<file path="config.mk">
export PLATFORM = sky130hd
export DESIGN_NAME = slpctl_top
export DESIGN_NICKNAME = d
export VERILOG_FILES = /design/src/rtl/slpctl_pkg.sv /design/src/rtl/slpctl_cfg.sv /design/src/rtl/slpctl_tick.sv /design/src/rtl/slpctl_fsm.sv /design/src/rtl/slpctl_top.sv
export SDC_FILE = /design/constraint.sdc
export NUM_CORES = 1
export LEC_CHECK = 0
export ABC_CLOCK_PERIOD_IN_PS = 2300
export BUFFER_PORTS_ARGS = -buffer_cell sky130_fd_sc_hd__buf_2
export CORE_UTILIZATION = 55
export CTS_CLUSTER_DIAMETER = 120
export DETAILED_ROUTE_END_ITERATION = 16
export PLACE_DENSITY = 0.73
export SYNTH_ARGS = -nofsm -noshare
export SYNTH_HDL_FRONTEND = slang
export SYNTH_SLANG_ARGS = --single-unit
</file>
<file path="constraint.sdc">
create_clock -name clk -period 2.3 [get_ports clk]
set_input_delay 0.23 -clock clk [delete_from_list [all_inputs] [get_ports clk]]
set_output_delay 0.23 -clock clk [all_outputs]
set_load 0.01 [all_outputs]
</file>
<file path="src/rtl/slpctl_pkg.sv">
// Shared types and field positions for the sleep controller.
// Assumes a 16-bit configuration word with the stay length in the low byte.
package slpctl_pkg;
    localparam int CFG_W     = 16;
    localparam int DUR_W     = 8;
    localparam int SLEEP_BIT = 8;   // sleep request, wins over power-down
    localparam int PDOWN_BIT = 9;   // power-down request

    typedef enum logic [1:0] {
        PS_ACTIVE = 2'd0,
        PS_SLEEP  = 2'd1,
        PS_PDOWN  = 2'd2
    } pwr_state_t;
endpackage

</file>
<file path="src/rtl/slpctl_cfg.sv">
// Configuration register: stay length and the two request bits.
// Byte lane 0 writes the length, lane 1 writes the requests.
// A wake clears the requests and a power-down exit wipes the length; both
// clears win over a write in the same cycle. Synchronous active-low reset.
module slpctl_cfg
    import slpctl_pkg::*;
(
    input  logic              clk,
    input  logic              rst_n,
    input  logic              we,
    input  logic [1:0]        be,
    input  logic [CFG_W-1:0]  wdata,
    input  logic              clr_req,
    input  logic              clr_dur,
    output logic [DUR_W-1:0]  dur,
    output logic              req_sleep,
    output logic              req_pdown
);
    logic [1:0] req_q;

    // Stay-length field: lane-0 writes, wiped after a power-down.
    always_ff @(posedge clk) begin
        if (!rst_n) begin
            dur <= '0;
        end else if (clr_dur) begin
            dur <= '0;
        end else if (we && be[0]) begin
            dur <= wdata[DUR_W-1:0];
        end
    end

    // Request bits: lane-1 writes, cleared on any wake.
    always_ff @(posedge clk) begin
        if (!rst_n) begin
            req_q <= 2'b00;
        end else if (clr_req) begin
            req_q <= 2'b00;
        end else if (we && be[1]) begin
            req_q <= {wdata[PDOWN_BIT], wdata[SLEEP_BIT]};
        end
    end

    assign req_sleep = req_q[0];
    assign req_pdown = req_q[1];

    AST_REQ_CLEARED: assert property (@(posedge clk) disable iff (!rst_n)
        clr_req |=> (req_q == 2'b00));
    AST_DUR_WIPED: assert property (@(posedge clk) disable iff (!rst_n)
        clr_dur |=> (dur == '0));
endmodule

</file>
<file path="src/rtl/slpctl_tick.sv">
// One-second tick divider. It counts only while run is high, so each
// low-power stay starts on a whole-second boundary. tick is a one-cycle
// pulse on the last clock of each second.
module slpctl_tick #(
    parameter int CLK_PER_SEC = 50_000_000
) (
    input  logic clk,
    input  logic rst_n,
    input  logic run,
    output logic tick
);
    localparam int CW = (CLK_PER_SEC > 1) ? $clog2(CLK_PER_SEC) : 1;
    localparam logic [CW-1:0] LAST = CW'(CLK_PER_SEC - 1);

    logic [CW-1:0] div_cnt;

    // Divider counter: restarts whenever the block is not in a stay.
    always_ff @(posedge clk) begin
        if (!rst_n || !run) begin
            div_cnt <= '0;
        end else if (div_cnt == LAST) begin
            div_cnt <= '0;
        end else begin
            div_cnt <= div_cnt + 1'b1;
        end
    end

    assign tick = run && (div_cnt == LAST);

    AST_DIV_RANGE: assert property (@(posedge clk) disable iff (!rst_n)
        div_cnt <= LAST);
    AST_DIV_IDLE: assert property (@(posedge clk) disable iff (!rst_n)
        !run |=> (div_cnt == '0));
endmodule

</file>
<file path="src/rtl/slpctl_fsm.sv">
// Power-state sequencer. It detects chip-select edges, enters a stay on a
// release edge (cs_n rising) when a request is armed, and counts the stay
// length down in seconds. It wakes on a select edge (cs_n falling) or on
// timeout, and pulses vol_clear after a power-down. Assumes cs_n is
// already synchronous to clk.
module slpctl_fsm
    import slpctl_pkg::*;
(
    input  logic              clk,
    input  logic              rst_n,
    input  logic              cs_n,
    input  logic              req_sleep,
    input  logic              req_pdown,
    input  logic [DUR_W-1:0]  dur,
    input  logic              tick,
    output pwr_state_t        state,
    output logic              wake,
    output logic              vol_clear
);
    pwr_state_t       nxt;
    logic             cs_q;
    logic             cs_rise;
    logic             cs_fall;
    logic             timeout;
    logic [DUR_W-1:0] remain;

    // Previous chip-select level for edge detection.
    always_ff @(posedge clk) begin
        if (!rst_n) begin
            cs_q <= 1'b1;
        end else begin
            cs_q <= cs_n;
        end
    end

    assign cs_rise = cs_n && !cs_q;
    assign cs_fall = !cs_n && cs_q;
    assign timeout = tick && (remain == DUR_W'(1));

    // Next-state decode; sleep wins over power-down.
    always_comb begin
        nxt  = state;
        wake = 1'b0;
        case (state)
            PS_ACTIVE: begin
                if (cs_rise && req_sleep) begin
                    nxt = PS_SLEEP;
                end else if (cs_rise && req_pdown) begin
                    nxt = PS_PDOWN;
                end
            end
            PS_SLEEP, PS_PDOWN: begin
                if (cs_fall || timeout) begin
                    nxt  = PS_ACTIVE;
                    wake = 1'b1;
                end
            end
            default: begin
                nxt = PS_ACTIVE;
            end
        endcase
    end

    // State register.
    always_ff @(posedge clk) begin
        if (!rst_n) begin
            state <= PS_ACTIVE;
        end else begin
            state <= nxt;
        end
    end

    // Remaining seconds: loaded on entry, zero means no timeout.
    always_ff @(posedge clk) begin
        if (!rst_n) begin
            remain <= '0;
        end else if (state == PS_ACTIVE) begin
            remain <= (nxt != PS_ACTIVE) ? dur : '0;
        end else if (tick && remain != '0) begin
            remain <= remain - 1'b1;
        end
    end

    // Volatile-clear pulse, one cycle after a power-down ends.
    always_ff @(posedge clk) begin
        if (!rst_n) begin
            vol_clear <= 1'b0;
        end else begin
            vol_clear <= wake && (state == PS_PDOWN);
        end
    end

    AST_NO_STRAY_ENTRY: assert property (@(posedge clk) disable iff (!rst_n)
        (state == PS_ACTIVE && !cs_rise) |=> (state == PS_ACTIVE));
    AST_SLEEP_WINS: assert property (@(posedge clk) disable iff (!rst_n)
        (state == PS_ACTIVE && cs_rise && req_sleep) |=> (state == PS_SLEEP));
    AST_SELECT_WAKES: assert property (@(posedge clk) disable iff (!rst_n)
        (state != PS_ACTIVE && cs_fall) |=> (state == PS_ACTIVE));
    AST_INDEFINITE_HOLD: assert property (@(posedge clk) disable iff (!rst_n)
        (state != PS_ACTIVE && remain == '0 && !cs_fall) |=> (state != PS_ACTIVE));
    AST_CLEAR_ONE_CYCLE: assert property (@(posedge clk) disable iff (!rst_n)
        vol_clear |=> !vol_clear);
    AST_CLEAR_AFTER_PD: assert property (@(posedge clk) disable iff (!rst_n)
        vol_clear |-> ($past(state) == PS_PDOWN && state == PS_ACTIVE));
endmodule

</file>
<file path="src/rtl/slpctl_top.sv">
// Timed sleep and power-down controller top. It ties together the
// configuration register, the one-second divider and the state sequencer.
// Assumes every input is synchronous to clk.
module slpctl_top #(
    parameter int CLK_PER_SEC = 50_000_000
) (
    input  logic        clk,
    input  logic        rst_n,
    input  logic        cs_n,
    input  logic        cfg_we,
    input  logic [1:0]  cfg_be,
    input  logic [15:0] cfg_wdata,
    output logic        in_sleep,
    output logic        in_pdown,
    output logic        vol_clear
);
    import slpctl_pkg::*;

    logic [DUR_W-1:0] dur;
    logic             req_sleep;
    logic             req_pdown;
    logic             tick;
    logic             wake;
    pwr_state_t       state;

    slpctl_cfg u_cfg (
        .clk       (clk),
        .rst_n     (rst_n),
        .we        (cfg_we),
        .be        (cfg_be),
        .wdata     (cfg_wdata),
        .clr_req   (wake),
        .clr_dur   (vol_clear),
        .dur       (dur),
        .req_sleep (req_sleep),
        .req_pdown (req_pdown)
    );

    slpctl_tick #(.CLK_PER_SEC(CLK_PER_SEC)) u_tick (
        .clk   (clk),
        .rst_n (rst_n),
        .run   (state != PS_ACTIVE),
        .tick  (tick)
    );

    slpctl_fsm u_fsm (
        .clk       (clk),
        .rst_n     (rst_n),
        .cs_n      (cs_n),
        .req_sleep (req_sleep),
        .req_pdown (req_pdown),
        .dur       (dur),
        .tick      (tick),
        .state     (state),
        .wake      (wake),
        .vol_clear (vol_clear)
    );

    assign in_sleep = (state == PS_SLEEP);
    assign in_pdown = (state == PS_PDOWN);

    AST_EXCLUSIVE_MODES: assert property (@(posedge clk) disable iff (!rst_n)
        $onehot0({in_sleep, in_pdown}));
endmodule

</file>
==> flow_metrics.tcl, run 1 <==
set metrics [dict create \
    outcome "complete, no violations" \
    effective_utilization_at_floorplan 0.5753 \
    post_route_cells_drive_above_1_share 0.1661 \
    clk_transition_reported_paths_ns 0.09 \
    cap_viol_max_count 0 \
    timing.final.setup_violations 0 \
    synth.cells.most_frequent "48 x dfxtp_1, 42 x nor2_1, 27 x nand2_1" \
    drc_errors 0 \
    clk-insertion-delay-late_ns 0.30 \
    longest_individual_stage_delay_on_the_worst_path_ns 0.41 \
    cts_resized 0 \
    die_height_um 69.72 \
    vias 2060 \
    yosysMostFrequentCell "dfxtp_1" \
    max_freq_mhz 526.7 \
    grt-ovfl-total 0 \
    cts_hold_buffers 0 \
    std_cell_rows 24 \
    cp.arrival_ns 2.12 \
    final_design_area_no_fill_mm2 0.002751 \
    finalSetupTns_ns 0 \
    drtIter0Drc 128 \
    via_per_inst 5.738 \
    final.hold.worst_slack_ns 0.1436 \
    grt_max_degree 26 \
    crit_chain "ha_1, nand2_1, nand4bb_4, o31ai_4, a21oi_2, a311oi_2" \
    cp.required_ns 2.52 \
    first_global_vias 1981 \
    antenna_violating_nets_post_route 0 \
    slew_violations 0 \
    grt_first_pass_wirelength_mm 8.894 \
    hold_path_class "in2reg" \
    die_w_um 69.72 \
    finish.utilization 0.6276 \
    gpl.final_weighted_congestion 0.8480 \
    rsz_0062_raised_after_global_routing "no" \
    cts_root_buffer "clkbuf_8" \
    synth_unique_cells 50 \
    nets 336 \
    diodes 0 \
    dp_hpwl_mm 3.594 \
    final.period_utilization 0.8255 \
    synth-warning-count 0 \
    cts_inserted_buffers 5 \
    average_footprint_of_a_synthesized_cell_um2 8.882 \
    power.density_cell_area_mw_per_mm2 527.8 \
    max-vdd-ir-drop_v 0.0003829 \
    launching_element_type_of_the_critical_path "flip-flop" \
    worst_path_max_delay_cell "o31ai_4" \
    finalPower_mw 1.452 \
    num_io_pins 25 \
    area_growth_pct 9.077 \
    synth_area_leader_cell "dfxtp_1" \
    htreeDepth 2 \
    post-cts-setup-buffer-count 0 \
    syn_inst 284 \
    dpl-instance-area_mm2 0.002666 \
    grt.total_usage 0.2262 \
    tritoncts_clock_tree "done" \
    grt_antenna_before_repair 0 \
    clkSinkCount 48 \
    wire_per_inst_um 14.10 \
    detail_route.first_pass.iterations 5 \
    critical_path_class "reg2reg" \
    hold_viol_final 0 \
    tightest_pin_transition_ns 0.6897 \
    cts.path.max_buffers 2 \
    top_reg_cell_synth "dfxtp_1" \
    async_reset_ff_frac 0 \
    timing.clock.skew_ns 0.004387 \
    synth-seq-cells 48 \
    route.final.wire_length_mm 5.062 \
    core-area_mm2 0.004384 \
    total_leakage_power_nw 1.046 \
    worst_setup_path_end_kind "flip-flop" \
    critPathMaxFanout 6 \
    edff_count_synth 0 \
    post_synth_instance_area_mm2 0.002522 \
    synth_area_leaders "dfxtp_1 38%, nor2_1 6.3%, xor2_1 5.6%, nand3_1 4.2%, nand2_1 4.0%" \
    synth_nets 314 \
    synth.top_cell.area_share 0.3810 \
    fp.dieArea_mm2 0.004861 \
    worst_slew_margin_rel 0.5366 \
    min_period_ns 1.899 \
    seq_area_frac_synth 0.3810 \
    port_buffers 18 \
]
-- cells in the final DEF (no fill, tap or decap), types with 3 or more instances in the layout --
cell | Yosys | final
nor3_1 | 6 | 6
a31o_2 | 3 | 3
and4_1 | 3 | 3
buf_2 | 2 | 18
nand2b_1 | 3 | 3
nand4_1 | 4 | 4
a211oi_1 | 3 | 3
nand3_1 | 21 | 21
nor2_1 | 42 | 42
nor2b_1 | 5 | 5
dfxtp_1 | 48 | 48
xor2_1 | 16 | 16
ha_1 | 8 | 8
and3_1 | 8 | 8
inv_1 | 8 | 8
a21oi_1 | 16 | 16
nand2_1 | 27 | 27
buf_4 | 0 | 5
nor3b_1 | 4 | 4
xnor2_1 | 11 | 11
o21ai_0 | 4 | 4
clkbuf_8 | 0 | 5
-- cell type report --
class / count / area (um^2)
fillers: 393 / 1633
multi-input cells: 220 / 1483
flip-flops and latches: 48 / 960.9
repair buffers: 23 / 127.6
clock buffers: 7 / 76.32
well taps: 52 / 65.06
inverters: 8 / 30.03
clock inverters: 1 / 8.758
-- metal layers --
layer,vias up,GRT usage,routed length [um]
met5,-,0,0
met4,0,0.07333,89
met3,11,0.04506,234
met2,57,0.3571,2220
met1,949,0.3110,2517
li1,1043,-,-
-- through the flow --
step | std cells | setup slack [ns]
finish | 359 | 0.4014
floorplan | 284 | 0.5329
global route | 359 | 0.2687
global placement | 351 | 0.4711
CTS | 359 | 0.3928
detailed placement | 351 | 0.4241
-- cell families (layout without fill, tap and decap cells) --
kind of cell,count (synthesis),after routing,share of synthesized area
fa+ha+maj,8,8,0.03968
simple gates,140,140,0.3199
compound gates,42,42,0.1220
flops,48,48,0.3810
buf+inv,16,39,0.03125
mux,3,3,0.01240
xor+xnor,27,27,0.09375
-- registers in the layout (all words and copies together) (netlist names) --
register / cells
u_cfg.dur: 8
u_cfg.req_q: 2
u_fsm.cs_q: 1
u_fsm.remain: 8
u_fsm.state: 2
u_fsm.vol_clear: 1
u_tick.div_cnt: 26
-- power by group --
| group | internal, mW | total [mW] | switching, mW |
|---|---|---|---|
| Sequential | 0.842 | 0.854 | 0.0113 |
| Clock | 0.218 | 0.500 | 0.282 |
| Combinational | 0.0435 | 0.0987 | 0.0553 |
-- path summary, 6_finish.rpt --
path                      from                end  slack (ns)  depth (start not counted)
max          u_tick.div_cnt[0]    u_fsm.remain[5]        0.40                          6
min                       cs_n         u_fsm.cs_q        0.14                          2
max reg2reg  u_tick.div_cnt[0]    u_fsm.remain[5]        0.40                          6
min reg2reg  u_tick.div_cnt[0]  u_tick.div_cnt[0]        0.45                          1
-- critical path, delay by kind of cell (launching register included) --
kind / cells / cell delay (ns)
adder cells (fa/ha/maj): 1 / 0.21
AO/OA/AOI/OAI: 3 / 0.76
flip-flops: 1 / 0.36
AND/OR/NAND/NOR: 2 / 0.49
Power figures use the tool's default switching activity.
==> run 2: changes to the inputs <==
--- a/config.mk
+++ b/config.mk
@@ -5,12 +5,12 @@
 export SDC_FILE = /design/constraint.sdc
 export NUM_CORES = 1
 export LEC_CHECK = 0
-export ABC_CLOCK_PERIOD_IN_PS = 2300
+export ABC_CLOCK_PERIOD_IN_PS = 1600
 export BUFFER_PORTS_ARGS = -buffer_cell sky130_fd_sc_hd__buf_2
-export CORE_UTILIZATION = 55
+export CORE_UTILIZATION = 53
 export CTS_CLUSTER_DIAMETER = 120
 export DETAILED_ROUTE_END_ITERATION = 16
-export PLACE_DENSITY = 0.73
+export PLACE_DENSITY = 0.74
 export SYNTH_ARGS = -nofsm -noshare
 export SYNTH_HDL_FRONTEND = slang
 export SYNTH_SLANG_ARGS = --single-unit
==> constraint.sdc (replaced) <==
create_clock -name clk -period 1.6 [get_ports clk]
set_input_delay 0.16 -clock clk [delete_from_list [all_inputs] [get_ports clk]]
set_output_delay 0.16 -clock clk [all_outputs]
set_load 0.01 [all_outputs]
==> run 2 against run 1 <==
  * The run now ends with setup timing left
  * Clock-buffer cell count is 1 lower
  * Final area is 29% higher
  * Critical path depth is 1 lower
  * Worst setup slack worse by 0.55 ns
  * Sequential power is 43% higher
  * Core utilization is 17 points higher
  * Via count is 17% higher
  * Global-route usage is 2.8 points higher
  * Critical path type unchanged
==> flow_metrics.tcl, run 2 (synthesis gave the netlist of run 1 again) <==
set metrics [dict create \
    outcome "complete, but fails checks" \
    failed_checks "setup timing" \
    total_met3_wirelength_after_detailed_routing_um 340 \
    critPathMaxFanout 3 \
    cp.arrival_ns 1.94 \
    clk-insertion-delay-late_ns 0.31 \
    dp_hpwl_mm 4.312 \
    uppermost_metal_layer_occupied_by_signal_nets "met4" \
    layout_top_registers "u_tick.div_cnt x26, u_cfg.dur x8, u_fsm.remain x8" \
    mostFrequentLayoutCells "61 x buf_4, 40 x nor2_1, 30 x dfxtp_1" \
    tritoncts_clock_tree "done" \
    finish.utilization 0.7931 \
    max-vdd-ir-drop_v 0.0004781 \
    wl_met2_mm 3.405 \
    wire_per_inst_um 16.05 \
    antenna_violating_nets_post_route 0 \
    worst_r2r_path_cells 5 \
    hold_path_class "in2reg" \
    regToRegSetupSlack_ns -0.15 \
    clk_transition_reported_paths_ns 0.09 \
    cts_hold_buffers 0 \
    post-place-cells 403 \
    crit-reg2reg-launch "u_tick.div_cnt[7]" \
    drc_errors 0 \
    grt-ovfl-total 0 \
    timing.final.ws_setup_ns -0.1524 \
    detail_route.first_pass.iterations 6 \
    grt_first_pass_wirelength_mm 10.07 \
    die_w_um 70.99 \
    launching_element_type_of_the_critical_path "flip-flop" \
    timing.final.setup_violations 12 \
    cts_inserted_buffers 5 \
    gpl.final_weighted_congestion 0.8571 \
    rsz_0062_raised_after_global_routing "yes" \
    route.final.wire_length_mm 6.789 \
    nets 400 \
    layout_commonest_cell "buf_4" \
    cts.path.max_buffers 2 \
    port_buffers 18 \
    slew_violations 0 \
    htreeDepth 2 \
    grt.total_usage 0.2538 \
    clkSinkCount 48 \
    hold_viol_final 0 \
    via_per_inst 5.700 \
    grt_antenna_before_repair 0 \
    num_io_pins 25 \
    vias 2411 \
    final.period_utilization 1.095 \
    critical_path_class "reg2reg" \
    area_growth_pct 40.67 \
    power.density_cell_area_mw_per_mm2 651.7 \
    core-area_mm2 0.004474 \
    tightest_pin_transition_ns 0.5254 \
    grt_max_degree 26 \
    max_freq_mhz 570.6 \
    first_global_vias 2271 \
    critical_path.endpoint "u_fsm.remain[6]" \
    worst_flop_to_flop_path_endpoint "u_fsm.remain[6]" \
    cp.required_ns 1.79 \
    cts_root_buffer "clkbuf_8" \
    largest_reg_flops 26 \
    largest_register_by_flop_count "u_tick.div_cnt" \
    min_period_ns 1.752 \
    worst_path_max_delay_cell "nor4_1" \
    cap_viol_max_count 0 \
    final_cell_count_no_fill 423 \
    final.fill_count 280 \
    worst_setup_path_startpoint "u_tick.div_cnt[7]" \
    worst_slew_margin_rel 0.6465 \
    die_height_um 70.99 \
    longest_individual_stage_delay_on_the_worst_path_ns 0.49 \
    timing.clock.skew_ns 0.006461 \
    effective_utilization_at_floorplan 0.5638 \
    post_route_cells_drive_above_1_share 0.4528 \
    diodes 0 \
    std_cell_rows 24 \
    total_leakage_power_nw 1.464 \
    drtIter0Drc 208 \
    fp.dieArea_mm2 0.005039 \
    crit_chain "nor4_4, nand4_4, buf_4, nor4_1, nor4_2" \
    worst_setup_path_end_kind "flip-flop" \
    route.layer.met1.wl_mm 2.868 \
]
run 2: timing repair:
action                                  4_1_cts  5_1_grt
pin swaps                                    15       19
endpoints found under the setup margin       15       26
resized for setup                            14       45
setup buffers                                 4        8
run 2: worst min path at each step:
stage	start	slack (ns)	cells past startpoint	endpoint
2_1_floorplan	cs_n	0.26	1	u_fsm.cs_q
3_3_place_gp	cs_n	0.38	2	u_fsm.cs_q
3_5_place_dp	cs_n	0.38	2	u_fsm.cs_q
4_1_cts	cs_n	0.07	2	u_fsm.cs_q
5_1_grt	cs_n	0.09	2	u_fsm.cs_q
6_report	cs_n	0.07	2	u_fsm.cs_q
run 2: per-layer routing:
metal	vias to the layer above	global-route usage
met4	0	0.08889
met1	1150	0.3159
li1	1169	-
met5	-	0
met2	71	0.4402
met3	21	0.04701
run 2: through the flow:
step            TNS, ns  worst slack, ns  power [mW]  instance area, um^2  hold slack [ns]
2_1_floorplan  -0.05006         -0.03777       1.354                 2584           0.2615
3_3_place_gp    -0.2851         -0.08522       1.414                 3131           0.3758
3_5_place_dp    -0.6304          -0.1562       1.420                 3131           0.3845
4_1_cts         -0.4443         -0.08411       2.289                 3321          0.07071
5_1_grt          -1.720          -0.2248       2.386                 3548          0.08638
6_report        -0.9080          -0.1524       2.313                 3548          0.07014
run 2: cell type report:
cell class / instances / area [um^2] / area share
multi-input cells: 220 / 1707 / 0.4810
clock buffers: 6 / 72.57 / 0.02045
repair buffers: 87 / 646.9 / 0.1823
clock inverters: 2 / 35.03 / 0.009873
inverters: 8 / 36.28 / 0.01023
flip-flops and latches: 48 / 985.9 / 0.2779
well taps: 52 / 65.06 / 0.01834
run 2: power breakdown:
group          leakage, nW  switching [mW]  internal (mW)
clock network       0.0552           0.420          0.464
registers            0.398          0.0132           1.21
logic                 1.01           0.105          0.100
total                 1.46           0.539           1.77
run 2: critical path: cells and delay by family (launching register included):
kind | cells | cell delay [ns]
flops | 1 | 0.34
simple gates | 4 | 1.10
buf+inv | 1 | 0.19
